<file path="config.mk">
export PLATFORM = sky130hd
export DESIGN_NAME = rot_sector_position
export DESIGN_NICKNAME = d
export VERILOG_FILES = /design/src/rtl/rot_pkg.sv /design/src/rtl/rot_word_counter.sv /design/src/rtl/rot_sector_decode.sv /design/src/rtl/rot_origin_flag.sv /design/src/rtl/rot_sector_position.sv
export SDC_FILE = /design/constraint.sdc
export NUM_CORES = 1
export LEC_CHECK = 0
export CORE_MARGIN = 5
export CORE_UTILIZATION = 40
export CTS_CLUSTER_DIAMETER = 80
export DETAILED_ROUTE_END_ITERATION = 8
export PLACE_DENSITY_LB_ADDON = 0.08
export SKIP_LAST_GASP = 1
export SYNTH_ARGS = -nofsm -noshare
export SYNTH_HDL_FRONTEND = slang
export SYNTH_SLANG_ARGS = --single-unit
export TNS_END_PERCENT = 10
</file>
<file path="constraint.sdc">
create_clock -name clk_i -period 3.4 [get_ports clk_i]
set_clock_uncertainty 0.15 [all_clocks]
set_input_delay 0.68 -clock clk_i [delete_from_list [all_inputs] [get_ports clk_i]]
set_output_delay 0.68 -clock clk_i [all_outputs]
set_load 0.03 [all_outputs]
</file>
<file path="src/rtl/rot_pkg.sv">
package rot_pkg;
  localparam int WORDS_PER_SEC = 64;  // must be a power of two
  localparam int DISK_SECS     = 90;
  localparam int DRUM_SECS     = 32;
  localparam int GAP_WORDS     = 5;
  localparam int PHASE_WORDS   = 3;

  typedef enum logic {
    GEOM_DISK = 1'b0,
    GEOM_DRUM = 1'b1
  } geom_e;
endpackage

</file>
<file path="src/rtl/rot_word_counter.sv">
module rot_word_counter #(
  parameter int POS_W     = 13,
  parameter int DISK_LAST = 5764,
  parameter int DRUM_LAST = 2052
) (
  input  logic             clk_i,
  input  logic             rst_ni,
  input  logic             tick_i,
  input  logic             drum_i,
  output logic [POS_W-1:0] pos_o,
  output logic             drum_o,
  output logic             wrap_o,
  output logic             restart_o
);
  logic [POS_W-1:0] pos_q;
  logic             drum_q;
  logic [POS_W-1:0] last;

  assign last      = drum_q ? POS_W'(DRUM_LAST) : POS_W'(DISK_LAST);
  assign restart_o = (drum_i != drum_q);
  assign wrap_o    = tick_i && !restart_o && (pos_q == last);

  always_ff @(posedge clk_i or negedge rst_ni) begin
    if (!rst_ni) begin
      pos_q  <= '0;
      drum_q <= rot_pkg::GEOM_DISK;
    end else if (restart_o) begin
      pos_q  <= '0;
      drum_q <= drum_i;
    end else if (tick_i) begin
      pos_q <= wrap_o ? '0 : pos_q + 1'b1;
    end
  end

  assign pos_o  = pos_q;
  assign drum_o = drum_q;
endmodule

</file>
<file path="src/rtl/rot_sector_decode.sv">
module rot_sector_decode #(
  parameter int POS_W  = 13,
  parameter int SEC_W  = 7,
  parameter int WPS    = 64,
  parameter int GAP    = 5,
  parameter int PHASE  = 3
) (
  input  logic [POS_W-1:0] pos_i,
  input  logic             drum_i,
  output logic [SEC_W-1:0] next_sec_o,
  output logic             phase_o
);
  localparam int SHIFT = $clog2(WPS);

  logic [POS_W-1:0] rel;
  logic [SEC_W-1:0] sec;
  logic [SHIFT-1:0] word;

  always_comb begin
    rel        = pos_i - POS_W'(GAP);
    sec        = SEC_W'(rel >> SHIFT);
    word       = rel[SHIFT-1:0];
    next_sec_o = '0;
    phase_o    = 1'b0;
    if (pos_i >= POS_W'(GAP)) begin
      // disk geometry reports one ahead of the sector under the heads
      next_sec_o = drum_i ? sec : sec + 1'b1;
      phase_o    = !drum_i && (word >= SHIFT'(WPS - PHASE));
    end
  end
endmodule

</file>
<file path="src/rtl/rot_origin_flag.sv">
module rot_origin_flag (
  input  logic clk_i,
  input  logic rst_ni,
  input  logic wrap_i,
  input  logic restart_i,
  input  logic clr_i,
  input  logic drum_i,
  output logic flag_o
);
  logic flag_q;

  always_ff @(posedge clk_i or negedge rst_ni) begin
    if (!rst_ni)                           flag_q <= 1'b0;
    else if (restart_i || clr_i || drum_i) flag_q <= 1'b0;
    else if (wrap_i)                       flag_q <= 1'b1;
  end

  assign flag_o = flag_q;
endmodule

</file>
<file path="src/rtl/rot_sector_position.sv">
module rot_sector_position #(
  parameter int WORDS_PER_SEC = rot_pkg::WORDS_PER_SEC,
  parameter int DISK_SECS     = rot_pkg::DISK_SECS,
  parameter int DRUM_SECS     = rot_pkg::DRUM_SECS,
  parameter int GAP_WORDS     = rot_pkg::GAP_WORDS,
  parameter int PHASE_WORDS   = rot_pkg::PHASE_WORDS
) (
  input  logic       clk_i,
  input  logic       rst_ni,
  input  logic       word_tick_i,
  input  logic       drum_mode_i,
  input  logic       org_clr_i,
  output logic [6:0] next_sec_o,
  output logic [12:0] word_idx_o,
  output logic       phase_o,
  output logic       origin_o
);
  localparam int DISK_REV  = WORDS_PER_SEC * DISK_SECS + GAP_WORDS;
  localparam int DRUM_REV  = WORDS_PER_SEC * DRUM_SECS + GAP_WORDS;
  localparam int POS_W     = $clog2(DISK_REV);
  localparam int SEC_W     = $clog2(DISK_SECS + 1);

  logic [POS_W-1:0] pos;
  logic [SEC_W-1:0] sec;
  logic             drum_q;
  logic             wrap;
  logic             restart;

  rot_word_counter #(
    .POS_W(POS_W), .DISK_LAST(DISK_REV - 1), .DRUM_LAST(DRUM_REV - 1)
  ) u_cnt (
    .clk_i, .rst_ni, .tick_i(word_tick_i), .drum_i(drum_mode_i),
    .pos_o(pos), .drum_o(drum_q), .wrap_o(wrap), .restart_o(restart)
  );

  rot_sector_decode #(
    .POS_W(POS_W), .SEC_W(SEC_W), .WPS(WORDS_PER_SEC),
    .GAP(GAP_WORDS), .PHASE(PHASE_WORDS)
  ) u_dec (
    .pos_i(pos), .drum_i(drum_q), .next_sec_o(sec), .phase_o(phase_o)
  );

  rot_origin_flag u_org (
    .clk_i, .rst_ni, .wrap_i(wrap), .restart_i(restart),
    .clr_i(org_clr_i), .drum_i(drum_q), .flag_o(origin_o)
  );

  assign next_sec_o = 7'(sec);
  assign word_idx_o = 13'(pos);
endmodule

</file>
==> impl_metrics.env <==
export IMPL_status="finished with violations"
export IMPL_violations="negative setup slack"
export IMPL_grtUsageTotal_pct=17.3
export IMPL_drt_iter0_markers=89
export IMPL_p_int_w=0.000284
export IMPL_wl_mm=4.16
export IMPL_hpwl_mm=3.42
export IMPL_n_antenna_cell=0
export IMPL_rsz0062_at_grt="yes"
export IMPL_finish_net_count=240
export IMPL_fin_crit_ps=3490
export IMPL_ys_seq_area_share_pct=26.2
export IMPL_grt_pass1_vias=1511
export IMPL_synth_nets=183
export IMPL_worstHoldPathType="flip-flop to flip-flop"
export IMPL_r2r_start="u_cnt.pos_o[3]$_DFFE_PN0P_"
export IMPL_end_kind="primary output"
export IMPL_cts_sinks=15
export IMPL_avgSynthCellArea_um2=8.38
export IMPL_gp_congestion=0.901
export IMPL_setup_viol=3
export IMPL_cp_num_buf_inv=3
export IMPL_design_portCount=27
export IMPL_worstPathArrival_ps=2660
export IMPL_worstPathRequired_ps=2570
export IMPL_clock_latency_ps=280
export IMPL_overflow=0
export IMPL_drv_slew=0
export IMPL_crit_chain="or3_1, buf_4, nor3_2, and3_1, buf_4, nor2_1, clkdlybuf4s50_1"
export IMPL_numPortBuffers=26
export IMPL_crit_cells=7
export IMPL_r2r_cells=7
export IMPL_cts_htree_levels=1
export IMPL_cellLeakagePower_nw=0.960
export IMPL_relSlewSlack_pct=53.2
export IMPL_cts_tree="yes"
export IMPL_placementRows=21
export IMPL_p_clk_share_pct=25.5
export IMPL_clock_path_buffers=2
export IMPL_combPwrFrac_pct=28.4
export IMPL_p_sw_share_pct=30.1
export IMPL_routedWlPerCell_um=15.2
export IMPL_routed_via_density=5.40
export IMPL_power_w=0.000406
export IMPL_grt_max_degree=16
export IMPL_synthCells=171
export IMPL_dr_total_vias=1473
export IMPL_seq_area_um2=379
export IMPL_fin_area_mm2=0.00200
export IMPL_hold_path_depth=2
export IMPL_hold_viol=0
export IMPL_crit_type="flip-flop to primary output"
export IMPL_hold_slack_ps=462
export IMPL_worstMarginPinSlew_ps=700
export IMPL_antenna_found_initial=0
export IMPL_fill_cells=315
export IMPL_grt_pass1_wl_mm=6.96
export IMPL_die_width_um=69.8
export IMPL_crit_family="simple AND/OR/NAND/NOR gates"
export IMPL_critPathMaxFanout=7
export IMPL_drtAntennaViolNets=0
export IMPL_placed_cell_area_mm2=0.00197
export IMPL_p_per_area_mw_per_mm2=204
export IMPL_yosys_cell_types_count=46
export IMPL_synth_area_mm2=0.00143
export IMPL_clkTransAtPathRegs_ps=90
export IMPL_startpoint_type="flip-flop"
export IMPL_start_util_pct=42.3
export IMPL_slowest_stage="clkdlybuf4s50_1"
export IMPL_cp_slowest_stage_delay_ps=580
export IMPL_die_area_mm2=0.00488
export IMPL_cts_root_buffer="clkbuf_4"
export IMPL_yosysWarnings=0
export IMPL_core_area_mm2=0.00339
export IMPL_fin_tns_setup_ps=-166
export IMPL_multiInputGateArea_um2=972
export IMPL_first_pass_iters=4
export IMPL_worst_path_most_repeated_cell="buf_4"
export IMPL_fp_dieH_um=69.8
export IMPL_ys_seq_elements=15
export IMPL_fin_util_pct=58.9
export IMPL_fmax_mhz=286
export IMPL_drive_above_1_share_pct=28.2
export IMPL_p_switching_w=0.000122
export IMPL_vdd_ir_drop_max_mv=0.220
export IMPL_setup_slack_ps=-92.8
export IMPL_cts_buffers=3
export IMPL_finalCritPeriodShare_pct=103
export IMPL_seqPwrFrac_pct=46.1
export IMPL_synthToLayoutAreaGrowth_pct=39.4
export IMPL_critPathLaunch="u_cnt.pos_o[7]$_DFFE_PN0P_"
export IMPL_max_cap_violations=0
export IMPL_hold_start="u_org.flag_o$_DFFE_PN0P_"
export IMPL_drcViolationCount=0
-- cells in the mapped netlist, drive strengths merged --
library cell  instances  area (µm²)
dfrtp                15         375
nor2                 15        56.3
nand2                14        52.6
nand3                10        50.1
buf                   8        58.8
nor3                  8        67.6
a22o                  7        61.3
ha                    7        87.6
a21o                  6        45.0
a21oi                 6        33.8
inv                   6        22.5
o21ai                 6        30.0
a211oi                5        50.1
clkbuf                5        18.8
nand4                 5        31.3
xnor2                 5        43.8
and3                  4        25.0
xor2                  4        35.0
and2                  3        18.8
nor2b                 3        18.8
a31oi                 2        12.5
mux2                  2        22.5
mux2i                 2        20.0
nand3b                2        15.0
nand4bb               2        22.5
o211ai                2        15.0
o21a                  2        15.0
o22ai                 2        12.5
or3                   2        17.5
a211o                 1        8.76
a221o                 1        10.0
a221oi                1        15.0
a31o                  1        8.76
and4                  1        8.76
nand2b                1        6.26
nor3b                 1        7.51
nor4                  1        6.26
nor4bb                1        10.0
o2111ai               1        8.76
o31ai                 1        7.51
-- state kept, by name, indices dropped and copies added, names as in the netlist --
signal,cells
u_cnt.pos_o,13
u_cnt.drum_o,1
u_org.flag_o,1
-- power groups by stage --
stage | logic, W | registers (W) | clock network [W]
after floorplan | 0.0000553 | 0.000198 | 0
after global placement | 0.000113 | 0.000190 | 0
after detailed placement | 0.000115 | 0.000190 | 0
after CTS | 0.000116 | 0.000187 | 0.000104
after global routing | 0.000126 | 0.000188 | 0.000118
final | 0.000116 | 0.000187 | 0.000104
-- layer usage --
metal	vias to the layer above	track usage (%)	wire (µm)
met4	0	4.47	35
met5	-	0	0
met3	4	1.16	177
li1	735	-	-
met1	702	21.2	1840
met2	32	32.3	2100
-- area by class of cell --
cell class / instances / share of cell area, %
Tap cell: 46 / 2.88
Multi-Input combinational cell: 137 / 48.7
Clock buffer: 4 / 1.32
Sequential cell: 15 / 19.0
Timing Repair Buffer: 65 / 27.0
Inverter: 6 / 1.13
-- final timing paths --
check / to / slack (ps)
hold reg to reg: u_org.flag_o$_DFFE_PN0P_ / 460
setup / recovery: next_sec_o[0] / -90
setup reg to reg: u_cnt.pos_o[7]$_DFFE_PN0P_ / 1060
hold / removal: u_org.flag_o$_DFFE_PN0P_ / 460
min in group asynchronous: u_cnt.pos_o[8]$_DFFE_PN0P_ / 660
max in group asynchronous: u_cnt.pos_o[1]$_DFFE_PN0P_ / 1950
-- cell families (layout without fill, tap and decap cells) --
logic type / count (synthesis) / count (layout) / synth area share [%]
AND/OR/NAND/NOR: 73 / 73 / 28.9
buffers and inverters: 19 / 75 / 6.99
adder cells (fa/ha/maj): 7 / 7 / 6.11
multiplexers: 4 / 4 / 2.97
AO/OA/AOI/OAI: 44 / 44 / 23.3
XOR/XNOR: 9 / 9 / 5.50
flip-flops: 15 / 15 / 26.2
-- worst reg2reg max path: cells and delay by family (launching register included) --
kind	cells	cell delay, ps
buffers and inverters	2	390
AO/OA/AOI/OAI	4	850
AND/OR/NAND/NOR	1	400
flip-flops	1	440
-- metrics by stage --
stage                     std cells  setup slack, ps
after global placement          269             -198
after CTS                       273             -192
after floorplan                 171            -25.1
final                           273            -92.8
after detailed placement        269             -254
after global routing            273             -297
-- cells in the final DEF (no fill, tap or decap), types with 3 or more instances in the layout --
| cell type | instances |
|---|---|
| buf_4 | 41 |
| ha_1 | 7 |
| nor2_1 | 15 |
| clkdlybuf4s50_1 | 20 |
| a21o_1 | 6 |
| xor2_1 | 4 |
| and2_1 | 3 |
| xnor2_1 | 5 |
| dfrtp_2 | 3 |
| nand4_1 | 5 |
| clkbuf_4 | 3 |
| o21ai_0 | 4 |
| dfrtp_1 | 12 |
| and3_1 | 4 |
| a22o_1 | 7 |
| nor3_1 | 4 |
| a211oi_1 | 4 |
| inv_1 | 6 |
| nand2_1 | 14 |
| nand3_1 | 10 |
| a21oi_1 | 5 |
-- what timing repair did --
action / in CTS / in global routing
resized for setup: 7 / 7
hold buffers: 0 / 0
setup buffers: 0 / 0
setup endpoints to repair: 5 / 6
Note: power is estimated with default switching activity, not from simulation.
